===== src/rtl/pol_pkg.sv =====
package pol_pkg;
  localparam int WORD_W = 16;
  localparam int BYTE_W = 8;

  // Mask that keeps the top res bits of a word and clears the rest.
  function automatic logic [WORD_W-1:0] keep_mask(input int res);
    logic [WORD_W-1:0] m;
    for (int i = 0; i < WORD_W; i++) m[i] = (i >= WORD_W - res);
    return m;
  endfunction
endpackage


===== src/rtl/pol_capture.sv =====
module pol_capture #(
  parameter int DW       = 16,
  parameter int RES_BITS = 16
) (
  input  logic          clk,
  input  logic          rst,
  input  logic [DW-1:0] count_in,
  input  logic          upd_stb,
  input  logic          hold_n,
  output logic [DW-1:0] word_q,
  output logic          refresh_q
);
  localparam logic [DW-1:0] MASK = pol_pkg::keep_mask(RES_BITS);

  logic hold_q;
  logic released;
  logic load;

  assign released = hold_n & ~hold_q;
  assign load     = hold_n & (upd_stb | ~hold_q);

  always_ff @(posedge clk) begin
    if (rst) begin
      hold_q    <= 1'b1;
      word_q    <= '0;
      refresh_q <= 1'b0;
    end else begin
      hold_q    <= hold_n;
      refresh_q <= released;
      if (load) word_q <= count_in & MASK;
    end
  end
endmodule


===== src/rtl/pol_ready_timer.sv =====
module pol_ready_timer #(
  parameter int VALID_CYC = 60
) (
  input  logic clk,
  input  logic rst,
  input  logic hold_n,
  output logic ready_q
);
  localparam int TW = $clog2(VALID_CYC + 1);
  localparam logic [TW-1:0] LIMIT = TW'(VALID_CYC);

  logic [TW-1:0] wait_q;
  logic [TW-1:0] wait_nx;

  always_comb begin
    wait_nx = wait_q;
    if (wait_q != LIMIT) wait_nx = wait_q + 1'b1;
  end

  always_ff @(posedge clk) begin
    if (rst || hold_n) begin
      wait_q  <= '0;
      ready_q <= 1'b0;
    end else begin
      wait_q  <= wait_nx;
      ready_q <= (wait_nx == LIMIT);
    end
  end
endmodule


===== src/rtl/pol_lanes.sv =====
module pol_lanes #(
  parameter int DW = 16,
  parameter int BW = 8
) (
  input  logic          clk,
  input  logic          rst,
  input  logic [DW-1:0] word,
  input  logic          oe_n,
  input  logic          hi_sel,
  output logic [BW-1:0] pri_bus,
  output logic          pri_drive,
  output logic [BW-1:0] sec_bus,
  output logic          sec_drive
);
  localparam int NL = 2;

  logic [BW-1:0] lane_d [NL];
  logic          lane_e [NL];

  for (genvar l = 0; l < NL; l++) begin : g_lane
    logic [BW-1:0] pick;
    // lane 1 is primary and follows the byte select; lane 0 is always the low byte
    if (l == 1) begin : g_pri
      assign pick = hi_sel ? word[DW-1 -: BW] : word[BW-1:0];
    end else begin : g_sec
      assign pick = word[BW-1:0];
    end
    always_ff @(posedge clk) begin
      if (rst || oe_n) begin
        lane_d[l] <= '0;
        lane_e[l] <= 1'b0;
      end else begin
        lane_d[l] <= pick;
        lane_e[l] <= 1'b1;
      end
    end
  end

  assign pri_bus   = lane_d[1];
  assign pri_drive = lane_e[1];
  assign sec_bus   = lane_d[0];
  assign sec_drive = lane_e[0];
endmodule


===== src/rtl/pos_out_latch.sv =====
module pos_out_latch #(
  parameter int RES_BITS  = 16,
  parameter int VALID_CYC = 60
) (
  input  logic        clk,
  input  logic        rst,
  input  logic [15:0] count_in,
  input  logic        upd_stb,
  input  logic        hold_n,
  input  logic        oe_n,
  input  logic        hi_sel,
  output logic [7:0]  pri_bus,
  output logic        pri_drive,
  output logic [7:0]  sec_bus,
  output logic        sec_drive,
  output logic        refresh_stb,
  output logic        data_ok
);
  localparam int DW = pol_pkg::WORD_W;
  localparam int BW = pol_pkg::BYTE_W;

  logic [DW-1:0] word_q;

  pol_capture #(.DW(DW), .RES_BITS(RES_BITS)) u_cap (
    .clk(clk), .rst(rst), .count_in(count_in), .upd_stb(upd_stb),
    .hold_n(hold_n), .word_q(word_q), .refresh_q(refresh_stb)
  );

  pol_ready_timer #(.VALID_CYC(VALID_CYC)) u_tmr (
    .clk(clk), .rst(rst), .hold_n(hold_n), .ready_q(data_ok)
  );

  pol_lanes #(.DW(DW), .BW(BW)) u_lanes (
    .clk(clk), .rst(rst), .word(word_q), .oe_n(oe_n), .hi_sel(hi_sel),
    .pri_bus(pri_bus), .pri_drive(pri_drive),
    .sec_bus(sec_bus), .sec_drive(sec_drive)
  );
endmodule


===== config.mk =====
export PLATFORM = sky130hd
export DESIGN_NAME = pos_out_latch
export DESIGN_NICKNAME = d
export VERILOG_FILES = /design/src/rtl/pol_pkg.sv /design/src/rtl/pol_capture.sv /design/src/rtl/pol_ready_timer.sv /design/src/rtl/pol_lanes.sv /design/src/rtl/pos_out_latch.sv
export SDC_FILE = /design/constraint.sdc
export NUM_CORES = 1
export LEC_CHECK = 0
export BUFFER_PORTS_ARGS = -buffer_cell sky130_fd_sc_hd__buf_2
export CAP_MARGIN = 20
export CELL_PAD_IN_SITES_DETAIL_PLACEMENT = 0
export CELL_PAD_IN_SITES_GLOBAL_PLACEMENT = 1
export CORE_UTILIZATION = 40
export CTS_CLUSTER_SIZE = 40
export DETAILED_ROUTE_END_ITERATION = 16
export GPL_TIMING_DRIVEN = 0
export PLACE_DENSITY_LB_ADDON = 0.1
export SYNTH_ARGS = -nofsm -noshare
export SYNTH_HDL_FRONTEND = slang
export SYNTH_SLANG_ARGS = --single-unit

===== constraint.sdc =====
create_clock -name clk -period 2.1 [get_ports clk]
set_input_delay 0.21 -clock clk [delete_from_list [all_inputs] [get_ports clk]]
set_output_delay 0.21 -clock clk [all_outputs]
set_load 0.1 [all_outputs]

==> results.yml <==
floorplanning:
  coreArea_mm2: 0.00366
  ios: 42
  initial_utilization_pct: 41.9
  die_w_um: 63.9
  dieArea_mm2: 0.00409
  rows: 22
  dieHeight_um: 63.9
worst_setup_path:
  slowest_stage: "dfxtp_1"
  critical_path.endpoint_type: "flop"
  r2r_start: "u_tmr.wait_q[1]"
  arrival_ns: 1.74
  critPathMaxStageDelay_ns: 0.42
  reg2regPathDepth: 4
  crit_path_max_fanout: 6
  r2r_slack_ns: 0.57
  startpoint_type: "flop"
  timing.rr.end: "u_tmr.ready_q"
  crit_required_ns: 2.31
  path_class: "flop to flop"
  path_cells: "ha_1 -> a31oi_1 -> a311oi_4 -> nor4b_2"
synthesis:
  syn_inst: 140
  syn_area_per_cell_um2: 11.0
  synth_edf_count: 0
  ys_seq_area_share_pct: 54.8
  yosys_warnings: 0
  synth_cell_types: 27
  synthArstFlopShare_pct: 0
  synthFlopType: "dfxtp_1"
  synth_nets: 164
  ys_ff_latch: 42
  synthesis.area_mm2: 0.00153
timing:
  max_slew_margin_pct: 57.2
  fin_crit_ns: 1.53
  period_share_pct: 72.9
  finalSetupViolCount: 0
  hold_viol_final: 0
  worstMarginPinSlew_ns: 0.643
  fin_skew_ns: 0.00379
  fin_setup_tns_ns: 0
  slew_viol_final: 0
  rsz0062_at_grt: "no"
  fmax_ghz: 0.654
min_path:
  hold_depth: 2
  hold_end: "u_cap.word_q[3]"
  min_path_type: "input port to flop"
  hp-start: "rst"
global_route:
  grt_pass1_vias: 1073
  grt_util_all_layers_pct: 16.2
  gr-total-overflow: 0
  grt_max_degree: 13
  grt_pass1_wl_um: 4910
  antenna_found_initial: 0
drt:
  routedWlPerCell_um: 12.2
  num_vias: 1091
  drtPass1Iterations: 4
  avgViaCountPerCell: 4.66
  drc: 0
  drt_wl_total_um: 2860
  drtIter0Drc: 45
  ant_nets: 0
placed_design:
  numPortBuffers: 39
  dp_hpwl_um: 2100
  gp_congestion: 0.791
layout:
  drive_gt1_share_pct: 30.1
  utilization_pct: 51.9
  fin_nets: 210
  antenna_cells: 0
  nFillCells: 366
  area_delta_synth_final_pct: 24.0
clocking:
  cts-resized-gates: 0
  clockBufferDepth: 2
  clk_latency_ns: 0.29
  cts_sinks: 42
  clkSlewWorstSetupHoldPaths_ns: 0.07
  h-tree-depth: 2
  cts_hold_buf: 0
  cts_tree: "yes"
  clockRootBuffer: "clkbuf_8"
  numCtsBuffers: 5
  post-cts-setup-buffer-count: 0
power:
  vdd_drop_max_uv: 455
  leakagePower_nw: 0.908
  power.density_mw_per_mm2: 875
status:
  outcome: "finished clean"
flow_run:
  maxCapViolations: 0
==> critical path, delay by kind of cell, from the launching register on <==
family / cells / cell delay, ns
fa+ha+maj: 1 / 0.34
simple gates: 1 / 0.22
compound gates: 2 / 0.46
flops: 1 / 0.42
==> how the worst max path moves through the flow <==
stage / end / slack, ns / cells after the start / start
floorplan: sec_drive / 0.53 / 1 / u_lanes.lane_e[1]
global placement: u_tmr.ready_q / 0.59 / 4 / u_tmr.wait_q[0]
detailed placement: u_tmr.ready_q / 0.59 / 4 / u_tmr.wait_q[1]
CTS: u_tmr.ready_q / 0.55 / 4 / u_tmr.wait_q[1]
global route: u_tmr.ready_q / 0.45 / 4 / u_tmr.wait_q[1]
finish: u_tmr.ready_q / 0.57 / 4 / u_tmr.wait_q[1]
==> report_power, final <==
part,internal (mW),switching [mW],leakage (nW)
sequential,0.825,0.0154,0.342
combinational,0.0616,0.126,0.508
clock,0.380,0.256,0.0573
==> sequential cells by signal, indices dropped and copies added (netlist names) <==
signal           flops
u_tmr.ready_q        1
u_cap.hold_q         1
u_lanes.lane_e       1
u_cap.refresh_q      1
u_tmr.wait_q         6
u_cap.word_q        16
u_lanes.lane_d      16
==> through the flow <==
stage	area, um^2	total power [mW]	hold slack, ns	std cells	setup WS [ns]
global placement	1790	1.05	0.425	227	0.587
detailed placement	1790	1.05	0.430	227	0.590
CTS	1900	1.69	0.112	234	0.555
floorplan	1530	1.00	0.354	140	0.534
global route	1900	1.75	0.112	234	0.452
finish	1900	1.66	0.116	234	0.570
==> layout make-up <==
class                   instances  area [um^2]  share of cell area, %
flip-flops and latches         42          841                   44.2
clock buffers                   6         82.6                   4.34
clock inverters                 1         30.0                   1.58
plain buffers                   7         48.8                   2.57
inverters                       5         18.8                  0.987
repair buffers                 39          195                   10.3
well taps                      48         60.1                   3.16
multi-input cells              86          626                   32.9
==> synthesized netlist by cell type (2+ instances only) <==
cell	instances	share of area (%)
inv_2	2	0.49
clkbuf_1	3	0.73
buf_6	2	1.5
nor3b_1	2	0.98
nor2_1	26	6.4
and2_1	8	3.3
mux2i_1	25	16
a21oi_1	3	0.98
buf_4	2	0.98
nand2_1	2	0.49
nand3_1	3	0.98
inv_1	3	0.73
a31oi_1	2	0.82
dfxtp_1	42	55
or2_1	2	0.82
ha_1	2	1.6
==> per-layer routing <==
| layer | wire [um] | GRT usage (%) |
|---|---|---|
| met2 | 1450 | 27.4 |
| met5 | 0 | 0 |
| met4 | 43 | 6.82 |
| met3 | 165 | 5.71 |
| met1 | 1200 | 18.2 |
==> cells by family (layout without fill, tap and decap cells) <==
| logic type | after synthesis | after routing | share of synthesized area (%) |
|---|---|---|---|
| buf+inv | 12 | 58 | 4.40 |
| flops | 42 | 42 | 54.8 |
| fa+ha+maj | 2 | 2 | 1.63 |
| xor+xnor | 2 | 2 | 1.14 |
| mux | 25 | 25 | 16.3 |
| compound gates | 8 | 8 | 5.14 |
| simple gates | 49 | 49 | 16.6 |
==> layout by cell type (no fill, tap or decap) <==
master	synthesis	final
xor2_1	1	1
buf_6	2	2
nand4bb_1	1	1
o21ai_4	1	1
buf_4	2	2
mux2i_1	25	25
or2_1	2	2
xnor2_1	1	1
clkbuf_8	0	6
nand3_1	3	3
and2_1	8	8
o311ai_0	1	1
buf_2	0	39
nand3b_1	1	1
clkbuf_1	3	3
a21oi_1	3	3
nor4b_2	1	1
a31oi_1	2	2
inv_2	2	2
ha_1	2	2
nand2_1	2	2
nor2_1	26	26
dfxtp_1	42	42
inv_1	3	3
a311oi_4	1	1
nor3b_1	2	2
and3_4	1	1
nor3_1	1	1
nand2b_1	1	1
bufinv_16	0	1
Note: power is estimated with default switching activity, not from simulation.
